--- config.mk ---
export PLATFORM = sky130hd
export DESIGN_NAME = lcd_raster_timing
export DESIGN_NICKNAME = d
export VERILOG_FILES = /design/src/rtl/lcd_tmg_pkg.sv /design/src/rtl/lcd_tmg_decode.sv /design/src/rtl/lcd_tmg_axis.sv /design/src/rtl/lcd_tmg_window.sv /design/src/rtl/lcd_raster_timing.sv
export SDC_FILE = /design/constraint.sdc
export NUM_CORES = 1
export LEC_CHECK = 0
export BUFFER_PORTS_ARGS = -buffer_cell sky130_fd_sc_hd__buf_2
export CORE_MARGIN = 2
export CORE_UTILIZATION = 53
export DETAILED_ROUTE_END_ITERATION = 12
export PLACE_DENSITY = 0.8
export SYNTH_ARGS = -nofsm -noshare
export SYNTH_HDL_FRONTEND = slang
export SYNTH_SLANG_ARGS = --single-unit
export TNS_END_PERCENT = 20
--- constraint.sdc ---
create_clock -name clk -period 4.1 [get_ports clk]
set_input_delay 0.41 -clock clk [delete_from_list [all_inputs] [get_ports clk]]
set_output_delay 0.41 -clock clk [all_outputs]
set_load 0.01 [all_outputs]
--- src/rtl/lcd_tmg_pkg.sv ---
`timescale 1ns/1ps
package lcd_tmg_pkg;
    // counter width covers the largest possible line or frame
    localparam int CNT_W      = 11;
    localparam int UNIT_SHIFT = 4;   // line width unit of 16 pixels
    // horizontal word fields
    localparam int WID_LSB    = 2;
    localparam int WID_W      = 6;
    localparam int HSW_LSB    = 8;
    localparam int HFP_LSB    = 16;
    localparam int HBP_LSB    = 24;
    localparam int PORCH_W    = 8;
    // vertical word fields
    localparam int LIN_LSB    = 0;
    localparam int LIN_W      = 10;
    localparam int VSW_LSB    = 10;
    localparam int VSW_W      = 6;
    localparam int VFP_LSB    = 16;
    localparam int VBP_LSB    = 24;

    typedef struct packed {
        logic [CNT_W-1:0] act_end;   // first position after the active phase
        logic [CNT_W-1:0] fp_end;    // first sync position
        logic [CNT_W-1:0] sync_end;  // first back porch position
        logic [CNT_W-1:0] total;     // positions per period
    } axis_cfg_t;
endpackage

--- src/rtl/lcd_tmg_decode.sv ---
`timescale 1ns/1ps
module lcd_tmg_decode
    import lcd_tmg_pkg::*;
(
    input  logic [31:0] hcfg,
    input  logic [31:0] vcfg,
    output axis_cfg_t   h_cfg,
    output axis_cfg_t   v_cfg
);
    localparam logic [CNT_W-1:0] ONE = CNT_W'(1);

    logic unused_low_bits;
    assign unused_low_bits = ^hcfg[WID_LSB-1:0];

    always_comb begin
        // horizontal: every field is stored minus one
        h_cfg.act_end  = (CNT_W'(hcfg[WID_LSB +: WID_W]) + ONE) << UNIT_SHIFT;
        h_cfg.fp_end   = h_cfg.act_end  + CNT_W'(hcfg[HFP_LSB +: PORCH_W]) + ONE;
        h_cfg.sync_end = h_cfg.fp_end   + CNT_W'(hcfg[HSW_LSB +: PORCH_W]) + ONE;
        h_cfg.total    = h_cfg.sync_end + CNT_W'(hcfg[HBP_LSB +: PORCH_W]) + ONE;
        // vertical: line count and sync minus one, porches direct
        v_cfg.act_end  = CNT_W'(vcfg[LIN_LSB +: LIN_W]) + ONE;
        v_cfg.fp_end   = v_cfg.act_end  + CNT_W'(vcfg[VFP_LSB +: PORCH_W]);
        v_cfg.sync_end = v_cfg.fp_end   + CNT_W'(vcfg[VSW_LSB +: VSW_W]) + ONE;
        v_cfg.total    = v_cfg.sync_end + CNT_W'(vcfg[VBP_LSB +: PORCH_W]);
    end
endmodule

--- src/rtl/lcd_tmg_axis.sv ---
`timescale 1ns/1ps
module lcd_tmg_axis #(
    parameter int W = 11
) (
    input  logic         clk,
    input  logic         rst_n,
    input  logic         clear,
    input  logic         step,
    input  logic [W-1:0] total,
    output logic [W-1:0] count,
    output logic         wrap
);
    typedef struct packed {
        logic [W-1:0] count;
    } axis_state_t;

    axis_state_t st_d, st_q;
    logic        at_last;

    always_comb begin
        st_d    = st_q;
        at_last = (st_q.count >= (total - W'(1)));
        wrap    = !clear && step && at_last;
        if (clear)
            st_d.count = '0;
        else if (step)
            st_d.count = at_last ? '0 : st_q.count + W'(1);
    end

    always_ff @(posedge clk or negedge rst_n) begin
        if (!rst_n) st_q <= '0;
        else        st_q <= st_d;
    end

    assign count = st_q.count;

    AST_CLEAR_TO_ZERO: assert property (@(posedge clk) disable iff (!rst_n)
        clear |=> (count == '0));
    AST_HOLD_NO_STEP: assert property (@(posedge clk) disable iff (!rst_n)
        (!clear && !step) |=> $stable(count));
    AST_WRAP_TO_ZERO: assert property (@(posedge clk) disable iff (!rst_n)
        wrap |=> (count == '0));
endmodule

--- src/rtl/lcd_tmg_window.sv ---
`timescale 1ns/1ps
module lcd_tmg_window
    import lcd_tmg_pkg::*;
(
    input  logic [CNT_W-1:0] count,
    input  axis_cfg_t        cfg,
    output logic             in_act,
    output logic             in_sync
);
    logic unused_total;
    assign unused_total = ^cfg.total;

    always_comb begin
        in_act  = (count < cfg.act_end);
        in_sync = (count >= cfg.fp_end) && (count < cfg.sync_end);
    end
endmodule

--- src/rtl/lcd_raster_timing.sv ---
`timescale 1ns/1ps
module lcd_raster_timing
    import lcd_tmg_pkg::*;
(
    input  logic             clk,
    input  logic             rst_n,
    input  logic             pix_ce,
    input  logic [31:0]      hcfg,
    input  logic [31:0]      vcfg,
    input  logic             ctrl_en,
    input  logic             ctrl_pwr,
    input  logic             inv_hs,
    input  logic             inv_vs,
    input  logic             inv_de,
    input  logic             edge_fall,
    output logic             hsync,
    output logic             vsync,
    output logic             de,
    output logic [CNT_W-1:0] px_x,
    output logic [CNT_W-1:0] px_y,
    output logic             frame_start,
    output logic             panel_pwr,
    output logic             data_fall
);
    axis_cfg_t        h_cfg, v_cfg;
    logic             h_wrap, v_wrap_unused;
    logic             h_act, h_sync, v_act, v_sync;
    logic [CNT_W-1:0] x_cnt, y_cnt;

    lcd_tmg_decode i_decode (
        .hcfg  (hcfg),
        .vcfg  (vcfg),
        .h_cfg (h_cfg),
        .v_cfg (v_cfg)
    );

    lcd_tmg_axis #(.W(CNT_W)) i_haxis (
        .clk   (clk),
        .rst_n (rst_n),
        .clear (!ctrl_en),
        .step  (ctrl_en && pix_ce),
        .total (h_cfg.total),
        .count (x_cnt),
        .wrap  (h_wrap)
    );

    lcd_tmg_axis #(.W(CNT_W)) i_vaxis (
        .clk   (clk),
        .rst_n (rst_n),
        .clear (!ctrl_en),
        .step  (h_wrap),
        .total (v_cfg.total),
        .count (y_cnt),
        .wrap  (v_wrap_unused)
    );

    lcd_tmg_window i_hwin (
        .count   (x_cnt),
        .cfg     (h_cfg),
        .in_act  (h_act),
        .in_sync (h_sync)
    );

    lcd_tmg_window i_vwin (
        .count   (y_cnt),
        .cfg     (v_cfg),
        .in_act  (v_act),
        .in_sync (v_sync)
    );

    always_comb begin
        hsync       = (ctrl_en && h_sync) ^ inv_hs;
        vsync       = (ctrl_en && v_sync) ^ inv_vs;
        de          = (ctrl_en && h_act && v_act) ^ inv_de;
        frame_start = ctrl_en && (x_cnt == '0) && (y_cnt == '0);
        panel_pwr   = ctrl_en && ctrl_pwr;
        data_fall   = ctrl_en && edge_fall;
        px_x        = x_cnt;
        px_y        = y_cnt;
    end

    AST_IDLE_LEVELS: assert property (@(posedge clk) disable iff (!rst_n)
        !ctrl_en |-> (hsync == inv_hs && vsync == inv_vs && de == inv_de && !frame_start));
    AST_START_AT_ORIGIN: assert property (@(posedge clk) disable iff (!rst_n)
        frame_start |-> (px_x == '0 && px_y == '0));
    AST_PWR_NEEDS_EN: assert property (@(posedge clk) disable iff (!rst_n)
        panel_pwr |-> ctrl_en);
    AST_DE_IN_ACTIVE: assert property (@(posedge clk) disable iff (!rst_n)
        (de != inv_de) |-> (px_x < h_cfg.act_end && px_y < v_cfg.act_end));
    AST_LINE_ADVANCE: assert property (@(posedge clk) disable iff (!rst_n)
        (ctrl_en && !h_wrap) |=> $stable(px_y));
    AST_HS_OUTSIDE_ACTIVE: assert property (@(posedge clk) disable iff (!rst_n)
        (hsync != inv_hs) |-> (px_x >= h_cfg.act_end));
    AST_VS_OUTSIDE_ACTIVE: assert property (@(posedge clk) disable iff (!rst_n)
        (vsync != inv_vs) |-> (px_y >= v_cfg.act_end));
endmodule

==> results.sh <==
export IMPL_status="finished with violations"
export IMPL_violations="negative setup slack"
export IMPL_grt_usage_pct=28.8
export IMPL_finalHoldWorstSlack_ns=0.0981
export IMPL_worst_r2r_cell_count=12
export IMPL_cts_root_buf="clkbuf_8"
export IMPL_slowest_delay_ns=0.37
export IMPL_portBuffers=98
export IMPL_total_power_mw=2.86
export IMPL_ys_warn_count=0
export IMPL_grt_pass1_wl_um=26600
export IMPL_hold_class="in -> async"
export IMPL_yosys_area_top_type_share_pct=30.8
export IMPL_post_synth_top_count_cell="ha_1"
export IMPL_cts_max_level=1
export IMPL_period_share_pct=136
export IMPL_initial_core_util_pct=54.7
export IMPL_busiest_layer="met2"
export IMPL_grt_max_degree=23
export IMPL_maxSlewHeadroom_pct=64.8
export IMPL_drive_above_1_share_pct=32.7
export IMPL_end_kind="flip-flop"
export IMPL_ys_top_cells_by_area="ha_1 (31%), dfrtp_1 (10%), xnor2_1 (6.5%)"
export IMPL_path_clk_slew_ns=0.09
export IMPL_seq_area_frac_synth_pct=10.3
export IMPL_place_area_um2=6920
export IMPL_worst_slack_ns=-1.49
export IMPL_place_hpwl_um=12600
export IMPL_drtPass1Iterations=5
export IMPL_synth_area_um2=5370
export IMPL_gr_total_overflow=0
export IMPL_cts_sinks=22
export IMPL_num_vias=5746
export IMPL_antenna_found_initial=0
export IMPL_p_leak_nw=3.94
export IMPL_hold_violations=0
export IMPL_ir_drop_v=0.000446
export IMPL_area_growth_pct=36.3
export IMPL_design_area_um2=7320
export IMPL_worstSetupPathType="in -> reg"
export IMPL_tightest_slew_ns=0.528
export IMPL_avgSynthCellArea_um2=8.09
export IMPL_cts_tree="built"
export IMPL_drt_iter0_drc=216
export IMPL_drv_slew=0
export IMPL_crit_slowest_cell="ha_2"
export IMPL_die_w_um=105
export IMPL_ys_dominant_reg_cell="dfrtp_1"
export IMPL_reg2reg_from="i_haxis.count[0]"
export IMPL_dieHeight_um=105
export IMPL_diodes=0
export IMPL_cp_required_ns=4.27
export IMPL_start_kind="input pin"
export IMPL_place_inst=1000
export IMPL_io_pins=101
export IMPL_pre_cts_slack_ns=-1.95
export IMPL_synth_top_area_cell="ha_1"
export IMPL_rrSetupSlack_ns=1.23
export IMPL_fin_skew_ns=0.0108
export IMPL_timing_rr_end="i_haxis.count[3]"
export IMPL_setup_viol=23
export IMPL_max_freq_mhz=179
export IMPL_routed_wl_um=16200
export IMPL_synthDistinctLibCells=59
export IMPL_fin_nets=1092
export IMPL_post_route_util_pct=74.5
export IMPL_max_cap_violations=0
export IMPL_synth_edf_count=0
export IMPL_syn_nets=874
export IMPL_cts_made_buffers=3
export IMPL_period_needed_ns=5.59
export IMPL_power_density_nw_per_um2=391
export IMPL_yosys_top_cells_count="ha_1 (132), inv_1 (82), a21oi_1 (49), xnor2_1 (40), o21ai_0 (37)"
export IMPL_fin_cells=1014
export IMPL_clkLatencyLatePin_ns=0.27
export IMPL_grt_setup_unrepaired="yes"
export IMPL_grt_pass1_vias=6032
export IMPL_grt_use_met2_pct=56.8
export IMPL_drc=0
export IMPL_synth_ff_latch_count=22
export IMPL_synthArstFlopShare_pct=100
export IMPL_num_rows=36
export IMPL_gp_congestion=0.884
export IMPL_core_um2=9820
export IMPL_grt_use_met1_pct=31.8
export IMPL_cp_max_fo=6
export IMPL_post_drt_via_cell_ratio=5.67
export IMPL_hold_buffers=0
export IMPL_die_area_um2=11000
export IMPL_grt_util_met3_pct=2.37
export IMPL_avgRoutedWirePerCell_um=16.0
export IMPL_antenna_left=0
export IMPL_critical_path_arrival_ns=5.76
export IMPL_clockBufferDepth=2
export IMPL_fin_setup_tns_ns=-18.47
export IMPL_synthCells=664
==> worst max-delay path, delay by kind of cell <==
| kind | cells | cell delay (ns) |
|---|---|---|
| simple gates | 7 | 0.88 |
| buf+inv | 3 | 0.41 |
| compound gates | 11 | 1.79 |
| fa+ha+maj | 5 | 1.40 |
| xor+xnor | 5 | 0.85 |
==> logic make-up (layout without fill, tap and decap cells) <==
group	count (synthesis)	count (layout)	synth area share, %
flops	22	22	10.3
compound gates	182	182	22.1
buf+inv	89	306	6.36
fa+ha+maj	138	138	32.8
simple gates	166	166	16.6
xor+xnor	67	67	11.9
==> layout by cell type, fill, tap and decap left out, types with 12 or more instances in the layout <==
master      n
o21a_1     23
dfrtp_1    22
buf_4     120
a21o_1     17
nand2_1    28
nor2_1     22
and3_1     16
nand3_1    19
inv_1      81
o21ai_0    27
o21ai_1    12
nand2b_1   13
xnor2_1    36
buf_2      97
xor2_1     18
a21oi_1    40
ha_1      125
==> cell type report <==
class	count	area, um^2
multi-input combinational	553	4800
fill	716	2500
timing repair buffer	220	1420
sequential	22	551
inverter	82	308
tap	133	166
clock buffer	3	41.3
clock inverter	1	30.0
==> sequential cells by signal, indices dropped and copies added (netlist names) <==
signal,cells
i_vaxis.count,11
i_haxis.count,11
==> metal layers <==
metal	part of all wire [%]	vias up
li1	-	2807
met1	39	2690
met2	53	192
met3	4.4	57
met4	3.4	0
met5	0	-
==> worst max path at each step <==
| stage | to | depth (start not counted) | startpoint |
|---|---|---|---|
| finish | i_vaxis.count[6] | 31 | vcfg[0] |
| global route | i_vaxis.count[10] | 33 | vcfg[0] |
| CTS | i_vaxis.count[10] | 33 | vcfg[0] |
| detailed placement | i_vaxis.count[3] | 31 | vcfg[0] |
| global placement | i_vaxis.count[6] | 32 | vcfg[0] |
| floorplan | i_vaxis.count[6] | 32 | vcfg[0] |
==> timing repair <==
action                     CTS  global route
cloned                       1             0
setup endpoints to repair   24            24
gates resized for setup     37            16
pin swaps                   29             8
buffers inserted             7             2
hold endpoints to repair     0             0
==> where the power goes <==
group	internal [mW]	leakage (nW)	switching (mW)
Clock	0.130	0.0357	0.0720
Sequential	0.224	0.306	0.0216
Combinational	1.27	3.60	1.14
Total	1.63	3.94	1.24
No activity file was read; power rests on OpenSTA's default activity.
